## src/rtl/spi_dma_pkg.sv

```systemverilog
package spi_dma_pkg;

    localparam int BUF_W     = 7;
    localparam int MAP_W     = 4;
    localparam int ICNT_W    = 5;
    localparam int LIVE_W    = ICNT_W + 2;
    localparam int NUM_LINES = 1 << MAP_W;
    localparam int WORD_W    = 32;

    // Upper 24 bits of the control word, MSB first
    typedef struct packed {
        logic              oneshot;
        logic [BUF_W-1:0]  buf_id;
        logic [MAP_W-1:0]  rx_map;
        logic [MAP_W-1:0]  tx_map;
        logic              rx_en;
        logic              tx_en;
        logic              no_break;
        logic [ICNT_W-1:0] init_cnt;
    } chan_cfg_t;

    function automatic chan_cfg_t cfg_from_word(input logic [WORD_W-1:0] w);
        return chan_cfg_t'(w[WORD_W-1:WORD_W-$bits(chan_cfg_t)]);
    endfunction

    function automatic logic [WORD_W-1:0] word_pack(input chan_cfg_t c,
                                                    input logic [LIVE_W-1:0] cnt);
        return {c, 1'b0, cnt};
    endfunction

    function automatic logic path_active(input chan_cfg_t c);
        return c.rx_en | c.tx_en;
    endfunction

endpackage

```

## src/rtl/spi_dma_chan.sv

```systemverilog
module spi_dma_chan
    import spi_dma_pkg::*;
(
    input  logic              clk,
    input  logic              rst,
    input  logic              wr_sel,
    input  logic [WORD_W-1:0] wr_word,
    input  logic              done,
    input  logic [BUF_W-1:0]  done_buf,
    output chan_cfg_t         cfg,
    output logic [LIVE_W-1:0] live_cnt,
    output logic              rx_hit,
    output logic              tx_hit
);

    chan_cfg_t nxt;
    logic      match;
    logic      active;
    logic      rise;
    logic      last_xfer;

    always_comb begin
        nxt       = cfg_from_word(wr_word);
        match     = done && (done_buf == cfg.buf_id);
        active    = path_active(cfg);
        rise      = (nxt.rx_en & ~cfg.rx_en) | (nxt.tx_en & ~cfg.tx_en);
        last_xfer = (live_cnt <= LIVE_W'(1));
        rx_hit    = match & cfg.rx_en;
        tx_hit    = match & cfg.tx_en;
    end

    always_ff @(posedge clk) begin
        if (rst) begin
            cfg      <= '0;
            live_cnt <= '0;
        end else if (wr_sel) begin
            cfg <= nxt;
            if (rise) begin
                live_cnt <= LIVE_W'(nxt.init_cnt) + LIVE_W'(1);
            end
        end else if (match && active) begin
            if (live_cnt != '0) begin
                live_cnt <= live_cnt - LIVE_W'(1);
            end
            if (cfg.oneshot && last_xfer) begin
                cfg.rx_en <= 1'b0;
                cfg.tx_en <= 1'b0;
            end
        end
    end

    // one-shot channel drops its enables after its final transfer
    a_r6_oneshot_clears: assert property (@(posedge clk) disable iff (rst)
        (!wr_sel && match && active && cfg.oneshot && last_xfer)
        |=> !(cfg.rx_en || cfg.tx_en));

    // free-running channel keeps its enables
    a_r7_rx_kept: assert property (@(posedge clk) disable iff (rst)
        (!wr_sel && !cfg.oneshot && cfg.rx_en) |=> cfg.rx_en);

    a_r7_tx_kept: assert property (@(posedge clk) disable iff (rst)
        (!wr_sel && !cfg.oneshot && cfg.tx_en) |=> cfg.tx_en);

    // live count loads on an enable edge and never wraps below zero
    a_r5_count_load: assert property (@(posedge clk) disable iff (rst)
        (wr_sel && rise) |=> (live_cnt == LIVE_W'($past(nxt.init_cnt)) + LIVE_W'(1)));

    a_r5_no_underflow: assert property (@(posedge clk) disable iff (rst)
        (!wr_sel && live_cnt == '0) |=> (live_cnt == '0));

endmodule

```

## src/rtl/spi_dma_route.sv

```systemverilog
module spi_dma_route
    import spi_dma_pkg::*;
#(
    parameter int NUM_CH = 8
) (
    input  logic                          clk,
    input  logic                          rst,
    input  chan_cfg_t [NUM_CH-1:0]        cfg,
    input  logic [NUM_CH-1:0]             rx_hit,
    input  logic [NUM_CH-1:0]             tx_hit,
    output logic [NUM_LINES-1:0]          dma_req,
    output logic                          conflict
);

    localparam int USR_W = $clog2(2 * NUM_CH + 1);

    logic [NUM_LINES-1:0] req_d;
    logic [USR_W-1:0]     users;
    logic                 clash;

    always_comb begin
        req_d = '0;
        for (int c = 0; c < NUM_CH; c++) begin
            if (rx_hit[c]) req_d[cfg[c].rx_map] = 1'b1;
            if (tx_hit[c]) req_d[cfg[c].tx_map] = 1'b1;
        end
    end

    always_comb begin
        clash = 1'b0;
        users = '0;
        for (int l = 0; l < NUM_LINES; l++) begin
            users = '0;
            for (int c = 0; c < NUM_CH; c++) begin
                if (cfg[c].rx_en && cfg[c].rx_map == MAP_W'(l)) users = users + USR_W'(1);
                if (cfg[c].tx_en && cfg[c].tx_map == MAP_W'(l)) users = users + USR_W'(1);
            end
            if (users > USR_W'(1)) clash = 1'b1;
        end
    end

    always_ff @(posedge clk) begin
        if (rst) begin
            dma_req  <= '0;
            conflict <= 1'b0;
        end else begin
            dma_req  <= req_d;
            conflict <= conflict | clash;
        end
    end

    // conflict flag is sticky
    a_r10_sticky: assert property (@(posedge clk) disable iff (rst)
        conflict |=> conflict);

    // a hit always produces a request on the next cycle
    a_r3_hit_to_req: assert property (@(posedge clk) disable iff (rst)
        (|(rx_hit | tx_hit)) |=> (dma_req != '0));

endmodule

```

## src/rtl/spi_dma_burst.sv

```systemverilog
module spi_dma_burst
    import spi_dma_pkg::*;
#(
    parameter int NUM_CH = 8
) (
    input  chan_cfg_t [NUM_CH-1:0] cfg,
    output logic                   lock,
    output logic [BUF_W-1:0]       lock_buf
);

    always_comb begin
        lock     = 1'b0;
        lock_buf = '0;
        for (int c = NUM_CH - 1; c >= 0; c--) begin
            if (cfg[c].oneshot && cfg[c].no_break && path_active(cfg[c])) begin
                lock     = 1'b1;
                lock_buf = cfg[c].buf_id;
            end
        end
    end

endmodule

```

## src/rtl/spi_dma_req_ctrl.sv

```systemverilog
module spi_dma_req_ctrl
    import spi_dma_pkg::*;
#(
    parameter int NUM_CH = 8,
    localparam int CH_W  = (NUM_CH > 1) ? $clog2(NUM_CH) : 1
) (
    input  logic                 clk,
    input  logic                 rst,
    input  logic                 cfg_wr,
    input  logic [CH_W-1:0]      cfg_ch,
    input  logic [WORD_W-1:0]    cfg_wdata,
    input  logic [CH_W-1:0]      rd_ch,
    output logic [WORD_W-1:0]    rd_word,
    input  logic                 xfer_done,
    input  logic [BUF_W-1:0]     xfer_buf,
    output logic [NUM_LINES-1:0] dma_req,
    output logic                 map_conflict,
    output logic                 burst_lock,
    output logic [BUF_W-1:0]     burst_buf
);

    chan_cfg_t [NUM_CH-1:0]         cfg;
    logic [NUM_CH-1:0][LIVE_W-1:0]  live;
    logic [NUM_CH-1:0]              rx_hit;
    logic [NUM_CH-1:0]              tx_hit;

    for (genvar c = 0; c < NUM_CH; c++) begin : g_chan
        spi_dma_chan u_chan (
            .clk      (clk),
            .rst      (rst),
            .wr_sel   (cfg_wr && (cfg_ch == CH_W'(c))),
            .wr_word  (cfg_wdata),
            .done     (xfer_done),
            .done_buf (xfer_buf),
            .cfg      (cfg[c]),
            .live_cnt (live[c]),
            .rx_hit   (rx_hit[c]),
            .tx_hit   (tx_hit[c])
        );
    end

    spi_dma_route #(.NUM_CH(NUM_CH)) u_route (
        .clk      (clk),
        .rst      (rst),
        .cfg      (cfg),
        .rx_hit   (rx_hit),
        .tx_hit   (tx_hit),
        .dma_req  (dma_req),
        .conflict (map_conflict)
    );

    spi_dma_burst #(.NUM_CH(NUM_CH)) u_burst (
        .cfg      (cfg),
        .lock     (burst_lock),
        .lock_buf (burst_buf)
    );

    always_comb begin
        rd_word = '0;
        for (int c = 0; c < NUM_CH; c++) begin
            if (rd_ch == CH_W'(c)) rd_word = word_pack(cfg[c], live[c]);
        end
    end

    // requests only ever follow a completion event
    a_r4_req_needs_done: assert property (@(posedge clk) disable iff (rst)
        (dma_req != '0) |-> $past(xfer_done));

    // reserved bit of the readback is always zero
    a_r8_reserved_zero: assert property (@(posedge clk) disable iff (rst)
        rd_word[7] == 1'b0);

endmodule

```

## config.mk

```make
export PLATFORM = sky130hd
export DESIGN_NAME = spi_dma_req_ctrl
export DESIGN_NICKNAME = d
export VERILOG_FILES = /design/src/rtl/spi_dma_pkg.sv /design/src/rtl/spi_dma_chan.sv /design/src/rtl/spi_dma_route.sv /design/src/rtl/spi_dma_burst.sv /design/src/rtl/spi_dma_req_ctrl.sv
export SDC_FILE = /design/constraint.sdc
export NUM_CORES = 2
export LEC_CHECK = 0
export CORE_ASPECT_RATIO = 1.1
export CORE_MARGIN = 3
export CORE_UTILIZATION = 30
export CTS_CLUSTER_SIZE = 24
export DETAILED_ROUTE_END_ITERATION = 10
export PLACE_DENSITY_LB_ADDON = 0.05
export SLEW_MARGIN = 20
export SYNTH_ARGS = -nofsm -noshare
export SYNTH_HDL_FRONTEND = slang
export SYNTH_HIERARCHICAL = 1
export SYNTH_SLANG_ARGS = --single-unit
```

## constraint.sdc

```tcl
create_clock -name clk -period 11.98 [get_ports clk]
set_input_delay 3.594 -clock clk [delete_from_list [all_inputs] [get_ports clk]]
set_output_delay 3.594 -clock clk [all_outputs]
set_load 0.03 [all_outputs]
```

# [Word-level counts from Yosys, hierarchy flattened]
# Index checks and enable logic that the tools add are counted.
[word_totals] register_bits=265 inputBits=49 out_inout_bits=57 elab_cells=1515
[op_classes] mux=400 add_sub_neg=249 magnitude_cmp=56 n_eq_ne=270 bitwise=80 reduce_logical=386
[ops] op="$mux 5" count=240
[ops] op="$add 5x1->5 const B" count=224
[ops] op="$eq 4x4->1 const B" count=128
[ops] op="$logic_and 1x1->1" count=320
[ops] op="$mux 7" count=40
[ops] op="$eq 4x3->1 const B" count=64
[ops] op="$mux 16" count=16
[ops] op="$mux 32" count=8
[ops] op="$or 16x16->16" count=15
[ops] op="$eq 4x2->1 const B" count=32
[ops] op="$gt 5x1->1 const B" count=16
[ops] op="$lt 4x5->1 const B" count=16
[ops] op="$demux 1 s4" count=16
[ops] op="$eq 4x1->1 const B" count=16
[ops] op="$ge 4x1->1 const B" count=16
[ops] op="$logic_not 4->1" count=16
[ops] op="$eq 7x7->1" count=8
[ops] op="$le 7x1->1 const B" count=8
[ops] op="$mux 1" count=56
[ops] op="$reduce_bool 7->1" count=8
[ops] op="$sub 7x1->7 const B" count=8
[ops] op="$mux 2" count=24
[ops] op="$reduce_bool 2->1" count=24
[ops] op="$add 1x1->2 const B" count=16
[ops] op="11 further kinds" count=106

# [Depth between registers and ports, before layout]
[depth] depth_word=51 mapped_depth=63 mapped_depth_nobuf=62

# [Modules after synthesis]
# Netlist, hierarchy kept.
[modules_own_cells] mod="spi_dma_route" instances=1 seq_area_each_um2=340.3 area_each_um2=30280.3 cells_per_inst=4395
[modules_own_cells] mod="spi_dma_chan" instances=8 seq_area_each_um2=620.6 area_each_um2=1674.1 cells_per_inst=184
[modules_own_cells] mod="spi_dma_req_ctrl" instances=1 seq_area_each_um2=0.0 area_each_um2=2393.5 cells_per_inst=305
[modules_own_cells] mod="spi_dma_burst" instances=1 seq_area_each_um2=0.0 area_each_um2=658.1 cells_per_inst=81

# [Least setup slack after synthesis]
# Ideal clock, no wire load.
[synth_path] path_kind="flip-flop to flip-flop" from="reg g_chan[0].u_chan/cfg[13] (netlist name)" to="reg u_route.conflict" required_time_ns=11.841 stages_incl_launch_ff=58 arrival_ns=11.403 setup_ns=0.139 period_less_slack_ns=11.542 path_buffers=2 slack_ns=0.438 path_cell_list="dfxtp_1 > clkbuf_1 > nor2b_1 > nand2_1 > ha_1 > o32a_1 > a211oi_1 > clkbuf_1 > ha_1 > mux2_2 > ha_1 > o32a_1 > o21ai_0 > inv_1 > ha_1 > nand2_1 > nand2_1 > ha_1 > [... 22 more ...] > ha_1 > nand2_1 > nand2_1 > ha_1 > a22o_1 > a221oi_1 > o211ai_1 > nor4_1 > nand3_1 > a311oi_1 > nand2_1 > nor4_1 > nand3_1 > nor3_1 > nand4_1 > or4_1 > nor4_1 > a41oi_1"
[synth_via] elab_chain_len=51 elab_cells_between_ends=561 classes_between="add/sub (240); order compare (16); eq/ne (15); mux (272); bitwise (1); reduce/logical (17)"
[synth_rtl] item="$logic_not 4->1" line="spi_dma_route.sv:35" rtl="if (cfg[c].rx_en && cfg[c].rx_map == MAP_W'(l)) users = users + USR_W'(1);"
[synth_rtl] item="$logic_and 1x1->1" line="spi_dma_route.sv:35"
[synth_rtl] item="$mux 1" line="spi_dma_route.sv:35"
[synth_rtl] item="$add 1x1->2" line="spi_dma_route.sv:36" rtl="if (cfg[c].tx_en && cfg[c].tx_map == MAP_W'(l)) users = users + USR_W'(1);"
[synth_rtl] item="$mux 5" line="spi_dma_route.sv:36"
[synth_rtl] item="$add 5x1->5" line="spi_dma_route.sv:35"
[synth_rtl] item="$mux 5" line="spi_dma_route.sv:35"
[synth_rtl] item="$add 5x1->5" line="spi_dma_route.sv:36"
[synth_rtl] item="[... 21 more ...]"
[synth_rtl] item="$add 5x1->5" line="spi_dma_route.sv:35"
[synth_rtl] item="$mux 5" line="spi_dma_route.sv:35"
[synth_rtl] item="$add 5x1->5" line="spi_dma_route.sv:36"
[synth_rtl] item="$mux 5" line="spi_dma_route.sv:36"
[synth_rtl] item="$gt 5x1->1" line="spi_dma_route.sv:38" rtl="if (users > USR_W'(1)) clash = 1'b1;"
[synth_rtl] item="$mux 1 (15 in a row)" line="spi_dma_route.sv:38"
[synth_rtl] item="$mux 1 *" line="spi_dma_route.sv:38"
[synth_rtl] item="$or 1x1->1 *" line="spi_dma_route.sv:48" rtl="conflict <= conflict | clash;"
[synth_rtl] item="to (signal assigned)" line="spi_dma_route.sv:48"
[synth_rtl] item="to (decl)" line="spi_dma_route.sv:12" rtl="output logic conflict"
# Mark *: on every way between the ends. The rest lies on a longest branch, timed or not.
# A chain may end at the register's enable or synchronous reset.

# [Final worst setup path]
[layout_path] from="reg g_chan[0].u_chan/cfg[11] (netlist name)" to="reg u_route.conflict"
[layout_via] elab_chain_len=49 elab_cells_between_ends=529 classes_between="add/sub (224); order compare (16); eq/ne (15); mux (256); bitwise (1); reduce/logical (17)"
[layout_rtl] item="$logic_not 4->1" line="spi_dma_route.sv:36"
[layout_rtl] item="$logic_and 1x1->1" line="spi_dma_route.sv:36"
[layout_rtl] item="$mux 5" line="spi_dma_route.sv:36"
[layout_rtl] item="$add 5x1->5" line="spi_dma_route.sv:35"
[layout_rtl] item="$mux 5" line="spi_dma_route.sv:35"
[layout_rtl] item="$add 5x1->5" line="spi_dma_route.sv:36"
[layout_rtl] item="$mux 5" line="spi_dma_route.sv:36"
[layout_rtl] item="$add 5x1->5" line="spi_dma_route.sv:35"
[layout_rtl] item="[... 19 more ...]"
[layout_rtl] item="$add 5x1->5" line="spi_dma_route.sv:35"
[layout_rtl] item="$mux 5" line="spi_dma_route.sv:35"
[layout_rtl] item="$add 5x1->5" line="spi_dma_route.sv:36"
[layout_rtl] item="$mux 5" line="spi_dma_route.sv:36"
[layout_rtl] item="$gt 5x1->1" line="spi_dma_route.sv:38"
[layout_rtl] item="$mux 1 (15 in a row)" line="spi_dma_route.sv:38"
[layout_rtl] item="$mux 1 *" line="spi_dma_route.sv:38"
[layout_rtl] item="$or 1x1->1 *" line="spi_dma_route.sv:48"
# Marked as above.

==> flow_metrics.env <==
export IMPL_core_area_um2=154000
export IMPL_post_route_cells_drive_above_1_share=0.190
export IMPL_synth_most_common_cell="sky130_fd_sc_hd__nor2_1"
export IMPL_grt_max_degree=126
export IMPL_switchingPower_mw=0.889
export IMPL_gr_total_overflow=0
export IMPL_synthArstFlopShare=0
export IMPL_final_max_slew_violation_count=0
export IMPL_synth_main_ff_cell="sky130_fd_sc_hd__dfxtp_1"
export IMPL_muxShareOfSynthArea=0.0796
export IMPL_worstPathArrival_ns=12.07
export IMPL_share_of_synthesized_cell_area_in_and_or_nand_and_nor_gates=0.297
export IMPL_final_hold_viol_count=0
export IMPL_grt_first_pass_wirelength_mm=356
export IMPL_initial_utilization=0.303
export IMPL_max_clock_path_buffers=3
export IMPL_clk_insertion_delay_late_ns=0.63
export IMPL_yosys_area_share_adder=0.0729
export IMPL_critPathKind="register to register"
export IMPL_pwr_share_clk=0.449
export IMPL_yosysUniqueCellTypes=133
export IMPL_path_max_fanout=2
export IMPL_ctsHtreeMaxLevel=2
export IMPL_cell_with_the_largest_stage_delay_on_the_worst_path="sky130_fd_sc_hd__or4_4"
export IMPL_post_drt_via_cell_ratio=5.83
export IMPL_postRouteAntennaNets=0
export IMPL_drt_pass1_iter_count=6
export IMPL_synth_compound_area_frac=0.198
export IMPL_clock_transition_at_the_register_clock_pins_on_the_worst_setup_and_hold_paths_after_cts_ns=0.07
export IMPL_synth_area_um2=46700
export IMPL_crit_path_end_kind="register"
export IMPL_ir_worst_vdd_v=0.000111
export IMPL_period_minus_slack_ns=11.58
export IMPL_antenna_violations_before_repair=8
export IMPL_power_sequential_fraction=0.347
export IMPL_run_status="complete, no violations"
export IMPL_postSynthNetCount=6572
export IMPL_power_density_cell_area_nw_per_um2=47.8
export IMPL_routed_wire_length_per_instance_um=28.8
export IMPL_cell_count_after_synthesis=6253
export IMPL_switch_share=0.330
export IMPL_synth_ff_latch_count=265
export IMPL_slew_headroom=0.190
export IMPL_drtIter0Drc=4525
export IMPL_post_cts_hold_buffer_count=0
export IMPL_synth_top_cells_by_area="sky130_fd_sc_hd__dfxtp_1, sky130_fd_sc_hd__xnor2_1, sky130_fd_sc_hd__ha_1"
export IMPL_port_buffers=96
export IMPL_final_core_utilization=0.365
export IMPL_synth_edf_count=0
export IMPL_final_setup_viol_count=0
export IMPL_synth_top_family_by_area="simple AND/OR/NAND/NOR gates"
export IMPL_synthDominantCellAreaShare=0.114
export IMPL_routed_wl_mm=253
export IMPL_maxCapViolations=0
export IMPL_slew_at_the_pin_closest_to_its_max_slew_limit_ns=1.21
export IMPL_startpoint_type="register"
export IMPL_ioPinCount=106
export IMPL_cp_data_required_time_ns=12.47
export IMPL_place_detailed_hpwl_mm=203
export IMPL_synth_top_cells_by_count="sky130_fd_sc_hd__nor2_1, sky130_fd_sc_hd__nand2_1, sky130_fd_sc_hd__xnor2_1, sky130_fd_sc_hd__a21oi_1, sky130_fd_sc_hd__mux2i_1"
export IMPL_die_width_um=382
export IMPL_min_path_type="register to register"
export IMPL_gp_congestion=1.01
export IMPL_final_min_period_over_clock_period=0.967
export IMPL_seq_total_area_yosys=0.114
export IMPL_cts_sinks=265
export IMPL_cpMostUsedCell="sky130_fd_sc_hd__ha_1"
export IMPL_synthToLayoutAreaGrowth_pct=20.7
export IMPL_leakagePower_nw=22.4
export IMPL_internal_power_mw=1.81
export IMPL_synth_yosys_warnings=6
export IMPL_synth_xor_xnor_area_share=0.191
export IMPL_placed_cells_incl_taps=8645
export IMPL_global_route_usage_sum=0.303
export IMPL_fmax_mhz=86.3
export IMPL_route_detailed_drc=0
export IMPL_die_h_um=420
export IMPL_cts_root_buffer_cell="sky130_fd_sc_hd__clkbuf_16"
export IMPL_cts_tree="done"
export IMPL_routed_via_count=51200
export IMPL_dpl_cell_area_um2=52900
export IMPL_final_instance_count_excl_fill=8779
export IMPL_design_power_total_mw=2.70
export IMPL_final_area_um2=56400
export IMPL_fin_skew_ns=0.0426
export IMPL_cts_buffer_count=38
export IMPL_post_synth_top_area_cell="sky130_fd_sc_hd__dfxtp_1"
export IMPL_die_area_um2=161000
export IMPL_final_net_count=6996
export IMPL_timing_critical_path_slowest_cell_delay_ns=0.54
export IMPL_first_global_vias=49000
export IMPL_comb_power_share=0.204
export IMPL_synth_avg_cell_area_um2=7.47
export IMPL_rows=151
[flip-flops by register name, summed over array words and instances, names as in the netlist]
name	cells
u_route/dma_req	16
u_route/conflict	1
g_chan.u_chan/cfg	192
g_chan.u_chan/live_cnt	56
[cells by family after synthesis]
| group | after synthesis |
|---|---|
| flip-flops | 265 |
| XOR/XNOR | 858 |
| adder cells (fa/ha/maj) | 273 |
| AND/OR/NAND/NOR | 2718 |
| other | 1 |
| AO/OA/AOI/OAI | 1306 |
| multiplexers | 338 |
| buffers and inverters | 494 |
[power groups by stage]
stage | registers [mW] | clock network (mW) | logic, mW
floorplan | 0.937 | 0 | 0.308
global placement | 0.952 | 0 | 0.530
detailed placement | 0.952 | 0 | 0.530
CTS | 0.933 | 1.25 | 0.536
global route | 0.936 | 1.27 | 0.582
finish | 0.934 | 1.21 | 0.551
[cells in the final DEF (no fill, tap or decap), drive strengths merged, types with 27 or more instances in the layout]
master / Yosys / layout
a2111oi: 31 / 31
a211oi: 34 / 34
a21oi: 285 / 285
a221oi: 39 / 39
a31oi: 70 / 70
and2: 67 / 67
and3: 88 / 88
buf: 161 / 603
clkbuf: 149 / 55
clkdlybuf4s50: 0 / 91
dfxtp: 265 / 265
ha: 270 / 270
inv: 183 / 186
mux2: 42 / 42
mux2i: 276 / 276
nand2: 684 / 684
nand2b: 80 / 80
nand3: 268 / 268
nand3b: 63 / 63
nand4: 98 / 98
nor2: 702 / 702
nor2b: 96 / 96
nor3: 215 / 215
nor3b: 50 / 50
nor4: 77 / 77
o211ai: 72 / 72
o21ai: 219 / 219
o22ai: 143 / 143
o31ai: 38 / 38
o32ai: 28 / 28
or2: 45 / 45
or3: 27 / 27
or3b: 35 / 35
xnor2: 509 / 509
xnor3: 62 / 62
xor2: 280 / 280
[worst max-delay path, delay by kind of cell, from the launching register on]
kind            cells  cell delay, ns
fa+ha+maj          14            3.84
simple gates       22            3.47
compound gates     14            2.11
mux                 5            1.10
buf+inv             5            0.58
flops               1            0.33
[path summary, 6_finish.rpt]
path	end	slack, ns	cells past startpoint	startpoint
worst max register to register	u_route/conflict$_SDFF_PP0_	0.40	60	g_chan[0].u_chan/cfg[11]$_SDFFE_PP0P_
worst max-delay path	u_route/conflict$_SDFF_PP0_	0.40	60	g_chan[0].u_chan/cfg[11]$_SDFFE_PP0P_
worst min-delay path	g_chan[6].u_chan/cfg[0]$_SDFFE_PP0P_	0.47	2	g_chan[6].u_chan/cfg[0]$_SDFFE_PP0P_
worst min register to register	g_chan[6].u_chan/cfg[0]$_SDFFE_PP0P_	0.47	2	g_chan[6].u_chan/cfg[0]$_SDFFE_PP0P_
[final cells by class]
type / instances / area (µm²)
inverter: 184 / 698
sequential: 265 / 5320
clock inverter: 12 / 149
tap: 2065 / 2580
multi-input combinational: 5494 / 40900
fill: 16500 / 98000
antenna: 10 / 25.0
clock buffer: 55 / 1150
timing repair buffer: 694 / 5550
[what timing repair did]
item                       4_1_cts  5_1_grt
resized for setup               48      322
buffers inserted                 4       53
setup endpoints to repair        1        1
gates cloned                     0        0
pin swaps                       12      129
[layer usage]
layer	vias up	GRT usage	routed length, µm
li1	23700	-	-
met1	25000	0.360	102000
met2	1873	0.517	118000
met3	570	0.0435	14100
met4	4	0.182	18900
met5	-	0	21
[per-stage QoR]
step / hold WS (ns) / TNS, ns / setup slack [ns]
2_1_floorplan: 0.447 / 0 / 0.438
6_report: 0.473 / 0 / 0.398
3_5_place_dp: 0.462 / -0.743 / -0.743
4_1_cts: 0.472 / 0 / 0.00403
3_3_place_gp: 0.460 / -0.747 / -0.747
5_1_grt: 0.486 / -0.0999 / -0.0999
Power figures use the tool's default switching activity.
